## config.mk

```make
export PLATFORM = sky130hd
export DESIGN_NAME = irq_aggregator
export DESIGN_NICKNAME = d
export VERILOG_FILES = /design/src/rtl/irq_agg_pkg.sv /design/src/rtl/irq_src_qual.sv /design/src/rtl/irq_pin_drv.sv /design/src/rtl/irq_aggregator.sv
export SDC_FILE = /design/constraint.sdc
export NUM_CORES = 1
export LEC_CHECK = 0
export BUFFER_PORTS_ARGS = -buffer_cell sky130_fd_sc_hd__buf_2
export CORE_ASPECT_RATIO = 1.5
export CORE_UTILIZATION = 53
export DETAILED_ROUTE_END_ITERATION = 8
export PLACE_DENSITY = 0.88
export SLEW_MARGIN = 20
export SYNTH_ARGS = -nofsm -noshare
export SYNTH_HDL_FRONTEND = slang
export SYNTH_SLANG_ARGS = --single-unit
export TNS_END_PERCENT = 100
```

## constraint.sdc

```tcl
create_clock -name clk_i -period 1.6 [get_ports clk_i]
set_clock_uncertainty 0.1 [all_clocks]
set_input_delay 0.24 -clock clk_i [delete_from_list [all_inputs] [get_ports clk_i]]
set_output_delay 0.24 -clock clk_i [all_outputs]
set_load 0.005 [all_outputs]
```

## src/rtl/irq_agg_pkg.sv

```systemverilog
package irq_agg_pkg;

    typedef enum logic [1:0] {
        MODE_RUN   = 2'd0,
        MODE_IDLE  = 2'd1,
        MODE_NGATE = 2'd2,
        MODE_SHUT  = 2'd3
    } op_mode_e;

    typedef enum logic [1:0] {
        PIN_LEVEL = 2'd0,
        PIN_PULSE = 2'd1,
        PIN_OFF   = 2'd2,
        PIN_RSVD  = 2'd3
    } pin_cfg_e;

    localparam logic [1:0] ADDR_LIVE  = 2'd0;
    localparam logic [1:0] ADDR_LATCH = 2'd1;
    localparam logic [1:0] ADDR_MASK  = 2'd2;
    localparam logic [1:0] ADDR_CTRL  = 2'd3;

    localparam int CTRL_POL_BIT = 2;
    localparam int CTRL_CLR_BIT = 3;

endpackage

```

## src/rtl/irq_src_qual.sv

```systemverilog
module irq_src_qual
    import irq_agg_pkg::*;
#(
    parameter int          N        = 8,
    parameter logic [N-1:0] THERM_SRC = 8'h0F
) (
    input  logic [1:0]   mode_i,
    input  logic [N-1:0] evt_i,
    output logic [N-1:0] latch_set_o,
    output logic [N-1:0] live_set_o
);

    logic quiet_mode;
    logic run_mode;

    assign quiet_mode = (mode_i == MODE_IDLE) || (mode_i == MODE_NGATE);
    assign run_mode   = (mode_i == MODE_RUN);

    for (genvar i = 0; i < N; i++) begin : g_src
        if (THERM_SRC[i]) begin : g_therm
            assign latch_set_o[i] = evt_i[i] & ~quiet_mode;
        end else begin : g_plain
            assign latch_set_o[i] = evt_i[i];
        end
        assign live_set_o[i] = latch_set_o[i] & run_mode;
    end

endmodule

```

## src/rtl/irq_pin_drv.sv

```systemverilog
module irq_pin_drv
    import irq_agg_pkg::*;
(
    input  logic       level_i,
    input  logic       pulse_i,
    input  logic [1:0] cfg_i,
    input  logic       pol_i,
    output logic       pull_o,
    output logic       pin_o
);

    logic asserted;

    always_comb begin
        case (cfg_i)
            PIN_LEVEL: asserted = level_i;
            PIN_PULSE: asserted = pulse_i;
            default:   asserted = 1'b0;
        endcase
    end

    // active low: pull when asserted; active high: pull when idle
    assign pull_o = asserted ^ pol_i;
    assign pin_o  = ~pull_o;

endmodule

```

## src/rtl/irq_aggregator.sv

```systemverilog
module irq_aggregator
    import irq_agg_pkg::*;
#(
    parameter int           N         = 8,
    parameter int           DW        = 8,
    parameter logic [N-1:0] THERM_SRC = 8'h0F,
    parameter logic [N-1:0] MASK_RST  = 8'h1F
) (
    input  logic          clk_i,
    input  logic          rst_ni,
    input  logic [1:0]    mode_i,
    input  logic [N-1:0]  evt_i,
    input  logic          reg_re_i,
    input  logic          reg_we_i,
    input  logic [1:0]    reg_addr_i,
    input  logic [DW-1:0] reg_wdata_i,
    output logic [DW-1:0] reg_rdata_o,
    output logic          irq_pull_o,
    output logic          irq_pin_o
);

    localparam int CFG_W = 2;

    typedef struct packed {
        logic [N-1:0]     live;
        logic [N-1:0]     latch;
        logic [N-1:0]     mask;
        logic [CFG_W-1:0] cfg;
        logic             pol;
        logic             pulse;
    } state_t;

    state_t st_d, st_q;

    logic [N-1:0] latch_set;
    logic [N-1:0] live_set;
    logic         rd_clear;
    logic         wr_clear;

    logic [N-1:0]     live_q;
    logic [N-1:0]     latch_q;
    logic [N-1:0]     mask_q;
    logic [CFG_W-1:0] cfg_q;
    logic             pol_q;

    assign live_q  = st_q.live;
    assign latch_q = st_q.latch;
    assign mask_q  = st_q.mask;
    assign cfg_q   = st_q.cfg;
    assign pol_q   = st_q.pol;

    irq_src_qual #(
        .N        (N),
        .THERM_SRC(THERM_SRC)
    ) u_qual (
        .mode_i     (mode_i),
        .evt_i      (evt_i),
        .latch_set_o(latch_set),
        .live_set_o (live_set)
    );

    assign rd_clear = reg_re_i && (reg_addr_i == ADDR_LATCH);
    assign wr_clear = reg_we_i && (reg_addr_i == ADDR_CTRL) && reg_wdata_i[CTRL_CLR_BIT];

    always_comb begin
        st_d       = st_q;
        st_d.live  = live_set;
        // a set in the clearing cycle survives
        st_d.latch = ((rd_clear || wr_clear) ? '0 : st_q.latch) | latch_set;
        st_d.pulse = |(latch_set & ~st_q.latch & ~st_q.mask);
        if (reg_we_i) begin
            case (reg_addr_i)
                ADDR_MASK: st_d.mask = reg_wdata_i[N-1:0];
                ADDR_CTRL: begin
                    st_d.cfg = reg_wdata_i[CFG_W-1:0];
                    st_d.pol = reg_wdata_i[CTRL_POL_BIT];
                end
                default: ;
            endcase
        end
    end

    always_ff @(posedge clk_i or negedge rst_ni) begin
        if (!rst_ni) begin
            st_q       <= '0;
            st_q.mask  <= MASK_RST;
        end else begin
            st_q <= st_d;
        end
    end

    always_comb begin
        reg_rdata_o = '0;
        if (reg_re_i) begin
            case (reg_addr_i)
                ADDR_LIVE:  reg_rdata_o[N-1:0] = st_q.live;
                ADDR_LATCH: reg_rdata_o[N-1:0] = st_q.latch;
                ADDR_MASK:  reg_rdata_o[N-1:0] = st_q.mask;
                default: begin
                    reg_rdata_o[CFG_W-1:0]    = st_q.cfg;
                    reg_rdata_o[CTRL_POL_BIT] = st_q.pol;
                end
            endcase
        end
    end

    irq_pin_drv u_pin (
        .level_i(|(st_q.latch & ~st_q.mask)),
        .pulse_i(st_q.pulse),
        .cfg_i  (st_q.cfg),
        .pol_i  (st_q.pol),
        .pull_o (irq_pull_o),
        .pin_o  (irq_pin_o)
    );

endmodule

```

==> out/metrics.cfg <==
[outcome]
status = finished with violations
violations = setup timing

[placed_design]
port_buffers = 33
placed_area_um2 = 1780
dp_hpwl_um = 2640
gp_congestion = 0.800
post-place-cells = 212

[finish]
final_common_cell = buf_2
diodes = 0
drive_gt1_share_pct = 45.4
finalNonFillerCells = 222
syn_to_final_growth_pct = 32.7
final_cell_mix = 31 x buf_2, 23 x dfrtp_1, 12 x buf_4, 11 x mux2_2
finish.instance_area_um2 = 1940
final_nets = 211

[route]
vias_per_cell = 5.48
wl_met3_um = 118
num_vias = 1216
wl_met2_um = 2140
drt_wl_total_um = 3850
drtIter0Drc = 38
top_layer = met4
drt-met1-wl_um = 1430
drc_errors = 0
ant_nets = 0
wire_per_inst_um = 17.4
drtPass1Iterations = 4

[floorplan]
initial_utilization_pct = 55.2
rows = 23
fp.dieArea_um2 = 2980
ioPinCount = 34
die_y_um = 66.3
die_w_um = 44.9
coreArea_um2 = 2650

[global_route]
grt_pass1_wl_um = 5530
grt_overflow_total = 0
grt_max_degree = 29
track_usage_pct = 26.9
grt_pass1_vias = 1188
antenna_found_initial = 0

[synth]
netlist_area_um2 = 1460
syn_nets = 154
ys_warn_count = 0
yosysSeqAreaShare_pct = 48.3
syn_area_per_cell_um2 = 11.3
synthCells = 129
netlist-cell-type-count = 33
synth.area.top_cells = dfrtp_1 39%, dfstp_2 9.0%, mux2_2 8.5%
yosys.area.top_type = dfrtp_1
yosys.area.top_type_share_pct = 39.3
ys_ff_latch = 28

[clocking]
cts_root_buf = clkbuf_8
cts_buffers = 3
insertion_delay_ps = 280
cts_buffer_depth = 2
htreeDepth = 1
tritoncts = built
cts.clk_slew.worst_paths_ps = 100
clkSinkCount = 28

[worst_hold_path]
hold_start = evt_i[6]
worstHoldPathType = primary input to register

[timing]
finalSetupViolations = 9
finalCritPeriodShare_pct = 131
period_minus_slack_ps = 2100
relSlewSlack_pct = 58.4
worst_pin_slew_ps = 624
rsz0062_at_grt = yes
worst_slack_ps = -497
finalHoldViolCount = 0
fmax_mhz = 477
slew_violations = 0

[setup_path]
startpoint = mask_q[4]
path_max_fanout = 2
crit_path_end_kind = output pin
cp_data_required_time_ps = 1260
regToRegStartpoint = mask_q[3]
arrival_ps = 1760
cp-start-kind = register
path_class = register to output pin

[power]
ir_drop_v = 0.000961
p_leak_uw = 0.000951
power-per-cell-area_nw_per_um2 = 1050

[flow_run]
drv_cap = 0

[layer usage]
| layer | track usage [%] | vias to the layer above |
|---|---|---|
| met3 | 2.73 | 10 |
| met1 | 29.3 | 607 |
| met5 | 0 | - |
| met2 | 47.1 | 44 |
| li1 | - | 555 |
| met4 | 18.6 | 0 |
[worst paths after layout]
kind	to	slack (ps)	depth (start not counted)
hold / removal	latch_q[6]	70	2
hold reg to reg	latch_q[5]	450	1
setup / recovery	irq_pull_o	-500	5
min in group asynchronous	pol_q	400	2
max in group asynchronous	latch_q[3]	590	2
setup reg to reg	st_q[0]	160	5
[sequential cells by signal, summed over array words and instances, names as in the netlist]
signal,cells
st_q,1
mask_q,8
latch_q,8
live_q,8
pol_q,1
cfg_q,2
[synth_stat cells]
cell type  number
a22oi_1         1
nor4_1          1
and3_1          1
a21oi_1         2
mux4_1          2
inv_1          11
o211ai_1        1
nor3_1          4
a31oi_2         1
buf_2           1
mux4_2          1
o21ai_1         1
and2_1         12
mux2_2         11
a2111oi_4       1
nand3b_4        1
xor2_1          1
xnor2_1         1
nand2b_1        2
nor2b_1         4
dfstp_2         5
a21o_1          5
o21ai_0         7
nor2b_4         1
nand3_1         1
ha_1            1
a222oi_1        1
dfrtp_1        23
mux2i_1         5
nor3b_1         3
nor2_1          5
nand2_1        11
buf_6           1
[metrics by stage]
stage          TNS (ps)  hold slack [ps]  util (%)  power [µW]  setup WS [ps]
2_1_floorplan         0             -156         -        1160           29.9
3_3_place_gp       -178              169      67.3        1350           -101
3_5_place_dp       -388              177      67.3        1390           -194
4_1_cts           -1670             66.0      71.6        1970           -511
5_1_grt           -2260             67.3      73.3        2120           -611
6_report          -1710             66.9      73.3        2030           -497
[critical path, cell delays in order (launching register included)]
cell and delay (ps):
dfstp_2 550, inv_2 30, a222oi_1 380, a31oi_2 180
xor2_1 200, buf_2 140
[cell families (layout without fill, tap and decap cells)]
logic type,count (synthesis),count (layout),synth area share [%]
buffers and inverters,13,69,3.93
muxes,19,19,17.0
AOI/OAI and AO/OA,20,20,10.4
xor gates and xnor gates,2,2,1.20
and+or+nand+nor,46,46,18.2
adders and majority gates,1,1,0.855
DFF,28,28,48.3
[timing repair]
action / CTS / global route
resized for setup: 14 / 5
pin swaps: 4 / 1
setup buffers: 1 / 4
hold buffers: 1 / 0
endpoints found under the setup margin: 9 / 9
endpoints found under the hold margin: 23 / 0
[final cells by class]
cell class	count	area, µm²
Clock buffer	3	41.3
Tap cell	37	46.3
Inverter	11	41.3
Timing Repair Buffer	54	377
Clock inverter	1	30.0
Multi-Input combinational cell	88	698
Fill cell	194	707
Sequential cell	28	707
[report_power, final]
group	internal, µW	switching (µW)	total [µW]
clock network	335	227	563
logic	322	249	572
registers	815	80.5	895
Power figures use the tool's default switching activity.
